## src/rtl/pcm_tx_pkg.sv

```systemverilog
package pcm_tx_pkg;

    typedef enum logic [1:0] {
        ST_SAVE  = 2'd0,
        ST_IDLE  = 2'd1,
        ST_SHIFT = 2'd2
    } tx_state_e;

    // Bits numbered 1 at the MSB; even-numbered bits set in the mask.
    function automatic logic [31:0] even_bit_mask(input int width);
        logic [31:0] m;
        m = '0;
        for (int i = 0; i < width; i++) begin
            if (((width - i) % 2) == 0) m[i] = 1'b1;
        end
        return m;
    endfunction

endpackage

```

## src/rtl/pcm_tx_sync_mon.sv

```systemverilog
module pcm_tx_sync_mon #(
    parameter int IDLE_LIMIT = 1024
) (
    input  logic clk_i,
    input  logic rst_ni,
    input  logic sync_i,
    output logic edge_o,
    output logic expire_o
);
    localparam int CW = $clog2(IDLE_LIMIT + 1);
    localparam logic [CW-1:0] CNT_TOP = CW'(IDLE_LIMIT - 1);

    logic          sync_q;
    logic [CW-1:0] idle_cnt_q;

    assign edge_o   = sync_i & ~sync_q;
    assign expire_o = ~edge_o & (idle_cnt_q == CNT_TOP);

    always_ff @(posedge clk_i or negedge rst_ni) begin
        if (!rst_ni) begin
            sync_q     <= 1'b1;
            idle_cnt_q <= CNT_TOP;
        end else begin
            sync_q <= sync_i;
            if (edge_o) begin
                idle_cnt_q <= '0;
            end else if (idle_cnt_q != CNT_TOP) begin
                idle_cnt_q <= idle_cnt_q + 1'b1;
            end
        end
    end
endmodule

```

## src/rtl/pcm_tx_frame_ctl.sv

```systemverilog
module pcm_tx_frame_ctl
    import pcm_tx_pkg::*;
#(
    parameter int NCH = 4,
    parameter int W   = 8
) (
    input  logic      clk_i,
    input  logic      rst_ni,
    input  logic      edge_i,
    input  logic      expire_i,
    input  logic      serial_i,
    output tx_state_e state_o,
    output logic      serial_q_o,
    output logic      shift_o
);
    localparam int FRAME_BITS = NCH * W;
    localparam int CNT_W      = $clog2(FRAME_BITS);
    localparam logic [CNT_W-1:0] LAST_SER = CNT_W'(FRAME_BITS - 1);
    localparam logic [CNT_W-1:0] LAST_PAR = CNT_W'(W - 1);

    tx_state_e        state_q, state_d;
    logic [CNT_W-1:0] cnt_q, cnt_d;
    logic             serial_q;
    logic             last_bit;

    assign last_bit = (cnt_q == (serial_q ? LAST_SER : LAST_PAR));

    always_ff @(posedge clk_i or negedge rst_ni) begin
        if (!rst_ni) begin
            state_q  <= ST_SAVE;
            cnt_q    <= '0;
            serial_q <= 1'b0;
        end else begin
            state_q <= state_d;
            cnt_q   <= cnt_d;
            if (edge_i) serial_q <= serial_i;
        end
    end

    always_comb begin
        state_d = state_q;
        cnt_d   = '0;
        if (edge_i) begin
            state_d = ST_SHIFT;
        end else if (expire_i) begin
            state_d = ST_SAVE;
        end else begin
            unique case (state_q)
                ST_SAVE:  state_d = ST_SAVE;
                ST_IDLE:  state_d = ST_IDLE;
                ST_SHIFT: begin
                    if (last_bit) begin
                        state_d = ST_IDLE;
                    end else begin
                        cnt_d = cnt_q + 1'b1;
                    end
                end
                default:  state_d = ST_SAVE;
            endcase
        end
    end

    always_comb begin
        state_o    = state_q;
        serial_q_o = serial_q;
        shift_o    = (state_q == ST_SHIFT) && !edge_i;
    end
endmodule

```

## src/rtl/pcm_tx_lane.sv

```systemverilog
module pcm_tx_lane #(
    parameter int W = 8
) (
    input  logic         clk_i,
    input  logic         rst_ni,
    input  logic         load_i,
    input  logic [W-1:0] load_val_i,
    input  logic         shift_i,
    input  logic         ser_i,
    output logic         msb_o
);
    logic [W-1:0] sr_q;

    always_ff @(posedge clk_i or negedge rst_ni) begin
        if (!rst_ni) begin
            sr_q <= '0;
        end else if (load_i) begin
            sr_q <= load_val_i;
        end else if (shift_i) begin
            sr_q <= {sr_q[W-2:0], ser_i};
        end
    end

    assign msb_o = sr_q[W-1];
endmodule

```

## src/rtl/pcm_tx_serializer.sv

```systemverilog
module pcm_tx_serializer
    import pcm_tx_pkg::*;
#(
    parameter int NCH        = 4,
    parameter int W          = 8,
    parameter int IDLE_LIMIT = 1024
) (
    input  logic             bclk_i,
    input  logic             rst_ni,
    input  logic             sync_i,
    input  logic [NCH*W-1:0] sample_i,
    input  logic             serial_mode_i,
    input  logic             alaw_i,
    output logic [NCH-1:0]   dout_o,
    output logic [NCH-1:0]   dout_oe_o,
    output logic             pwr_save_o
);
    localparam logic [31:0]  MASK32   = even_bit_mask(W);
    localparam logic [W-1:0] LAW_MASK = MASK32[W-1:0];

    logic      sync_edge;
    logic      idle_expire;
    tx_state_e state;
    logic      serial_q;
    logic      shift_en;
    logic [NCH-1:0] lane_msb;

    pcm_tx_sync_mon #(.IDLE_LIMIT(IDLE_LIMIT)) u_mon (
        .clk_i   (bclk_i),
        .rst_ni  (rst_ni),
        .sync_i  (sync_i),
        .edge_o  (sync_edge),
        .expire_o(idle_expire)
    );

    pcm_tx_frame_ctl #(.NCH(NCH), .W(W)) u_ctl (
        .clk_i     (bclk_i),
        .rst_ni    (rst_ni),
        .edge_i    (sync_edge),
        .expire_i  (idle_expire),
        .serial_i  (serial_mode_i),
        .state_o   (state),
        .serial_q_o(serial_q),
        .shift_o   (shift_en)
    );

    for (genvar c = 0; c < NCH; c++) begin : g_lane
        logic         chain_in;
        logic [W-1:0] coded;

        assign coded = sample_i[c*W +: W] ^ (alaw_i ? LAW_MASK : '0);

        if (c == NCH - 1) begin : g_tail
            assign chain_in = 1'b0;
        end else begin : g_link
            assign chain_in = serial_q & lane_msb[c+1];
        end

        pcm_tx_lane #(.W(W)) u_lane (
            .clk_i     (bclk_i),
            .rst_ni    (rst_ni),
            .load_i    (sync_edge),
            .load_val_i(coded),
            .shift_i   (shift_en),
            .ser_i     (chain_in),
            .msb_o     (lane_msb[c])
        );

        always_comb begin
            if (c == 0) begin
                dout_oe_o[c] = (state == ST_SHIFT);
            end else begin
                dout_oe_o[c] = (state == ST_SHIFT) && !serial_q;
            end
            dout_o[c] = dout_oe_o[c] & lane_msb[c];
        end
    end

    assign pwr_save_o = (state == ST_SAVE);
endmodule

```

## config.mk

```make
export PLATFORM = sky130hd
export DESIGN_NAME = pcm_tx_serializer
export DESIGN_NICKNAME = d
export VERILOG_FILES = /design/src/rtl/pcm_tx_pkg.sv /design/src/rtl/pcm_tx_sync_mon.sv /design/src/rtl/pcm_tx_frame_ctl.sv /design/src/rtl/pcm_tx_lane.sv /design/src/rtl/pcm_tx_serializer.sv
export SDC_FILE = /design/constraint.sdc
export NUM_CORES = 1
export LEC_CHECK = 0
export BUFFER_PORTS_ARGS = -buffer_cell sky130_fd_sc_hd__buf_2
export CAP_MARGIN = 15
export CORE_MARGIN = 2
export CORE_UTILIZATION = 55
export CTS_CLUSTER_SIZE = 14
export DETAILED_ROUTE_END_ITERATION = 6
export PLACE_DENSITY_LB_ADDON = 0.05
export SYNTH_ARGS = -nofsm -noshare
export SYNTH_HDL_FRONTEND = slang
export SYNTH_SLANG_ARGS = --single-unit
```

## constraint.sdc

```tcl
create_clock -name bclk_i -period 2.33 [get_ports bclk_i]
set_input_delay 0.466 -clock bclk_i [delete_from_list [all_inputs] [get_ports bclk_i]]
set_output_delay 0.466 -clock bclk_i [all_outputs]
set_load 0.05 [all_outputs]
```

# Yosys cells after proc, flatten, opt, wreduce, memory -nomap -nowiden
# Index checks and enable logic that the tools add are counted.
dict set report word_totals {
  ff_bits 52
  word_cells 59
  input_bits 37
}
dict set report classes {
  bitwise 15
  addsub 2
  muxes 20
  eq_ne 6
  reduce_logical 7
}
# operator n
set ops {}
lappend ops {{8-bit 2-to-1 mux} 8}
lappend ops {{5-bit 2-to-1 mux} 5}
lappend ops {{8-bit bitwise XOR} 3}
lappend ops {{11-bit 2-to-1 mux} 2}
lappend ops {{11-bit by 1-bit adder with 11-bit output, second input constant} 1}
lappend ops {{11-bit by 10-bit equality test with 1-bit output, second input constant} 1}
lappend ops {{11-bit by 10-bit != test with 1-bit output, second input constant} 1}
lappend ops {{1-bit bitwise AND} 9}
lappend ops {{8-bit by 7-bit bitwise XOR with 8-bit output} 1}
lappend ops {{7-bit 2-to-1 mux} 1}
lappend ops {{2-bit 2-to-1 mux} 3}
lappend ops {{5-bit by 1-bit adder with 5-bit output, second input constant} 1}
lappend ops {{5-bit equality test} 1}
lappend ops {{4-bit by 1-bit != test with 1-bit output, second input constant} 1}
lappend ops {{2-bit one-hot mux with 2 select lines} 1}
lappend ops {{2-bit nonzero test} 2}
lappend ops {{2-bit by 1-bit equality test with 1-bit output, second input constant} 1}
lappend ops {{2-bit equality test, second input constant} 1}
lappend ops {{1-bit logical AND} 2}
lappend ops {{1-bit logical NOT} 2}
lappend ops {{2-bit logical NOT} 1}
lappend ops {{1-bit NOT} 2}

# Longest topological paths before layout
dict set report depth {
  ltp_word 6
  mapped_depth 7
  depth_no_buf 5
}

# Hierarchy
# From an unflattened synthesis, not the netlist that was laid out.
dict set report hier_totals {
  cells_unflattened 264
  area_unflattened_um2 2831.5
}
# module cells_each area_per_inst_um2 instances seq_area_each_um2
set modules_own_cells {}
lappend modules_own_cells {pcm_tx_lane 34 372.9 4 200.2}
lappend modules_own_cells {pcm_tx_sync_mon 64 699.4 1 314.1}
lappend modules_own_cells {pcm_tx_frame_ctl 33 372.9 1 200.2}
lappend modules_own_cells {pcm_tx_serializer 31 267.8 1 0.0}

# Least setup slack after synthesis
# OpenSTA, ideal clock, no wires.
dict set report synth_path {
  kind {register to output}
  from {reg u_ctl.state_q[0], in the netlist u_ctl.state_o[0]}
  to {out dout_o[1]}
  arrival_ns 2.804
  t_required_ns 1.864
  slack_ns -0.940
  stages_incl_launch_ff 7
  cell_sequence {dfrtp_1 > inv_1 > ha_1 > buf_2 > buf_2 > nor2b_1 > and2_1}
}
dict set report synth_between {
  elab_chain_len 3
}
# element line
set synth_lines {}
lappend synth_lines {{start, declared} pcm_tx_frame_ctl.sv:21} ;# tx_state_e state_q, state_d;
lappend synth_lines {{start signal, assigned} pcm_tx_frame_ctl.sv:34} ;# state_q <= state_d;
lappend synth_lines {{2-bit equality test} -}
lappend synth_lines {{named net dout_oe_o[0]} pcm_tx_serializer.sv:15} ;# output logic [NCH-1:0] dout_oe_o,
lappend synth_lines {{1-bit logical AND} pcm_tx_serializer.sv:73} ;# dout_oe_o[c] = (state == ST_SHIFT) && !serial_q;
lappend synth_lines {{named net dout_oe_o[1]} pcm_tx_serializer.sv:15}
lappend synth_lines {{1-bit bitwise AND} pcm_tx_serializer.sv:75} ;# dout_o[c] = dout_oe_o[c] & lane_msb[c];
lappend synth_lines {{end, declared} pcm_tx_serializer.sv:14} ;# output logic [NCH-1:0] dout_o,
# The timed path passes the listed nets, and every way through them passes these cells.

# Worst setup path after layout
dict set report layout_path {
  from {reg u_ctl.state_q[0], in the netlist u_ctl.state_o[0]}
  to {out dout_o[3]}
}
dict set report layout_between {
  elab_chain_len 3
}
# element line
set layout_lines {}
lappend layout_lines {{2-bit equality test} pcm_tx_serializer.sv:73}
lappend layout_lines {{1-bit logical AND} pcm_tx_serializer.sv:73}
lappend layout_lines {{1-bit bitwise AND} pcm_tx_serializer.sv:75}
# Every way passes these cells.

==> summary by stage <==
Floorplanning
The chip width is 74.4 µm. The total core area is roughly 4800 µm². The die span in y is 74.4 µm. The I/O pin count is 46. For this configuration, the core starts out at a cell density of 57.3%. The floorplan has 25 rows. The die footprint is about 5500 µm².

Drt
The remaining number of nets flagged by the antenna check after routing is 0. The number of search-and-repair iterations in the first detailed-routing pass is 4. The routed design has 5.11 mm of wire. The count of unresolved DRC violations after routing is 0.

For this block, the initial DRC count from the detailed router was about 110. The via count of the routed design is 1979. The routed via count divided by cell count is 5.28. Dividing the detail-routed wire length by the instance count gives roughly 14 µm.

Clock tree
The number of clock sinks seen by CTS is 52. The H-tree was split into 2 levels. The clock passes through at most 2 buffers.

The CTS root buffer is clkbuf_8. The number of hold buffers added after CTS was 0. The number of gates resized after cts is 0. The clock latency of the later-clocked register in the worst-skew pair is 0.29 ns. After clock tree synthesis, the clock-pin slew on the worst setup and hold paths is roughly 0.090 ns. The CTS tree is built.

In this run, CTS created clock tree buffers numbering 5. The number of setup buffers added after CTS is 0.

Timing
Dividing the final minimum period by the clock period gives between 90% and 100%. The clock arrives with 0.00277 ns of skew. The final setup TNS is 0 ns. The max-slew violation count is 0. The highest attainable clock frequency is 453 MHz. Setup violations remaining at the end of the flow were counted as 0. At the pin with the least slew margin, the transition time is roughly 0.63 ns. In this run the tightest slew margin relative to its limit is 58.0%.

The final critical-path setup slack is between 0.1 and 0.15 ns. The final hold violation count is 0. Setup repair after global routing left no endpoint under its margin. On the final layout, the worst hold slack is around 0.26 ns. The time the worst path needs with I/O delays and setup is 2.21 ns.

Run status
The flow ran to the end, and the final reports show no timing, DRC or antenna violations.

Worst setup path
The kind of capture point of the worst setup path is an output pin. The classification of the worst setup path is reg2out. The highest-delay cell along the critical path is dfrtp_1. In this design, the stage delay of the slowest critical-path cell is 0.40 ns. Broken down by cell family, the worst path's largest delay share belongs to flip-flops. Data on the critical path arrives at its endpoint at 1.74 ns. Data on the critical path is required at its endpoint by 1.86 ns. The combined buffer and inverter count along the critical path is 2. The startpoint kind of the worst setup timing path is a flip-flop.

The largest fanout on the critical path is 14. Walking the worst path, the cells encountered are inv_1, ha_4, nor2b_4, and2_4, buf_2.

Synth
Sorting the synthesized cells by area gives the leading types as dfrtp_1 (38%), mux2i_1 (11%), dfstp_2 (11%). The synthesized netlist net count is just over 300. The yosys synthesis warning count is 0. The post-synthesis area per instance is about 10 µm². The fraction of the yosys area taken by sequential cells is roughly half.

The cell accounting for the most synthesized area is dfrtp_1. The synthesis-stage register bit count is 52. After synthesis, the largest area contributor takes up 37.7% of total cell area. Counting distinct cell types in the post-synthesis netlist gives 40. In this run the cell area of the synthesized design comes to 2720 µm².

The synthesized instance count is 267.

Place
The final RePlAce weighted congestion is 0.839. Input and output buffers added on the ports amount to 45. The setup slack at placement is 0.450 ns. The HPWL after detailed placement is roughly 3.6 mm. Counting tap cells, the placed design contains a total of 367 instances. The area after detailed placement is 3010 µm².

Power and ir drop
Summing internal, switching and leakage power gives 2.67 mW. VDD sags by at most ~0.50 mV. The power per cell area is between 800 and 900 nW/µm². The standby leakage power is approximately 1.4 nW.

Global routing
The total overflow left after global routing is 0. Across every metal layer, demand over resource in global routing totals 19.2%. The first global-routing pass estimated 8.29 mm of wire.

The via count of the first global-routing pass is roughly 1.9k. The number of antenna violations at the first check in global routing came to 0. The maximum number of pins on one net before global-route repair is between 50 and 60.

Layout
Cells fill 65.9% of the core in the end. In the final layout, the share of cells above drive strength 1 is 26.9%. The antenna cell count is 0. After filler insertion, the fill cell instance count of the layout stands at 409.

The area growth from synthesis to layout is 15.1%. The finished layout holds approximately 380 standard cells, fillers aside. With fillers left out, the area of the finished cells amounts to about 3100 µm². For this run, the post-layout net count is 348.

Min path
The tightest min-delay check is of the in2async type.

Job
The total of max-cap violations is 0.
==> layout by cell type, fill, tap and decap left out, drive strengths merged <==
master,netlist,final
o21ai,35,35
o31ai,3,3
a311oi,3,3
o211ai,2,2
bufinv,0,1
inv,3,3
nand4,2,2
or3,2,2
and2,6,6
nor2,8,8
xor2,16,16
nand3b,2,2
and4,1,1
clkbuf,10,7
xnor2,6,6
o211a,1,1
nand3,9,9
nor3,2,2
nand2,39,39
a31oi,3,3
dfrtp,41,41
dfstp,11,11
mux2i,29,29
and3,4,4
nor2b,5,5
ha,4,4
nand2b,2,2
and3b,1,1
a21oi,6,6
buf,8,51
nor4,2,2
o21a,1,1
==> final cells by class <==
type	instances	area [µm²]	area share, %
clock buffer	7	96.3	3.07
clock inverter	1	30.0	0.958
inverter	3	11.3	0.359
multi-input combinational	194	1330	42.4
sequential	52	1320	42.0
tap	67	83.8	2.67
timing repair buffer	51	270	8.62
==> logic make-up (layout without fill, tap and decap cells) <==
group / after synthesis / after routing / share of synthesized area [%]
xor gates and xnor gates: 22 / 22 / 7.07
and+or+nand+nor: 85 / 85 / 16.2
buffers and inverters: 21 / 62 / 4.27
muxes: 29 / 29 / 10.7
DFF: 52 / 52 / 48.3
adders and majority gates: 4 / 4 / 1.84
AOI/OAI and AO/OA: 54 / 54 / 11.7
==> final timing paths <==
path | start | endpoint | slack (ns) | cells after the start
worst max-delay path | u_ctl.state_o[0] | dout_o[3] | 0.12 | 5
min in group bclk_i | sync_i | u_mon.sync_q | 0.29 | 1
worst max register to register | u_mon.idle_cnt_q[0] | u_ctl.cnt_q[1] | 0.54 | 5
worst min register to register | u_ctl.cnt_q[0] | u_ctl.cnt_q[0] | 0.50 | 1
worst min-delay path | rst_ni | u_mon.idle_cnt_q[10] | 0.26 | 2
max in group asynchronous | rst_ni | g_lane[2].u_lane.sr_q[6] | 1.64 | 2
==> cell usage after synthesis (all sizes together) <==
cell    instances
dfrtp          41
nand2          39
o21ai          35
mux2i          29
xor2           16
dfstp          11
clkbuf         10
nand3           9
buf             8
nor2            8
a21oi           6
and2            6
xnor2           6
nor2b           5
and3            4
ha              4
a311oi          3
a31oi           3
inv             3
o31ai           3
nand2b          2
nand3b          2
nand4           2
nor3            2
nor4            2
o211ai          2
or3             2
and3b           1
and4            1
o211a           1
o21a            1
==> state kept, by name, summed over array words and instances, names as in the netlist <==
signal and count:
u_mon.idle_cnt_q 11, u_ctl.state_o 2, u_mon.sync_q 1, u_ctl.serial_q_o 1, g_lane.u_lane.sr_q 32, u_ctl.cnt_q 5
==> worst reg2reg max path: stages, from the launching register on <==
cell     delay, ns
dfstp_2       0.56
ha_1          0.27
nand4_1       0.23
nor3_4        0.35
nor2_1        0.09
and3_1        0.19
==> report_power, final <==
part	total, mW	switching (mW)	leakage [nW]	internal, mW
logic	0.710	0.404	0.732	0.307
registers	1.30	0.153	0.628	1.15
clock network	0.666	0.287	0.0645	0.379
==> per-layer routing <==
layer	track usage (%)	vias to the layer above	wire length, µm
li1	-	999	-
met1	26.9	937	2490
met2	32.1	37	2430
met3	3.12	6	146
met4	3.97	0	42
met5	0	-	0
No activity file was read; power rests on OpenSTA's default activity.
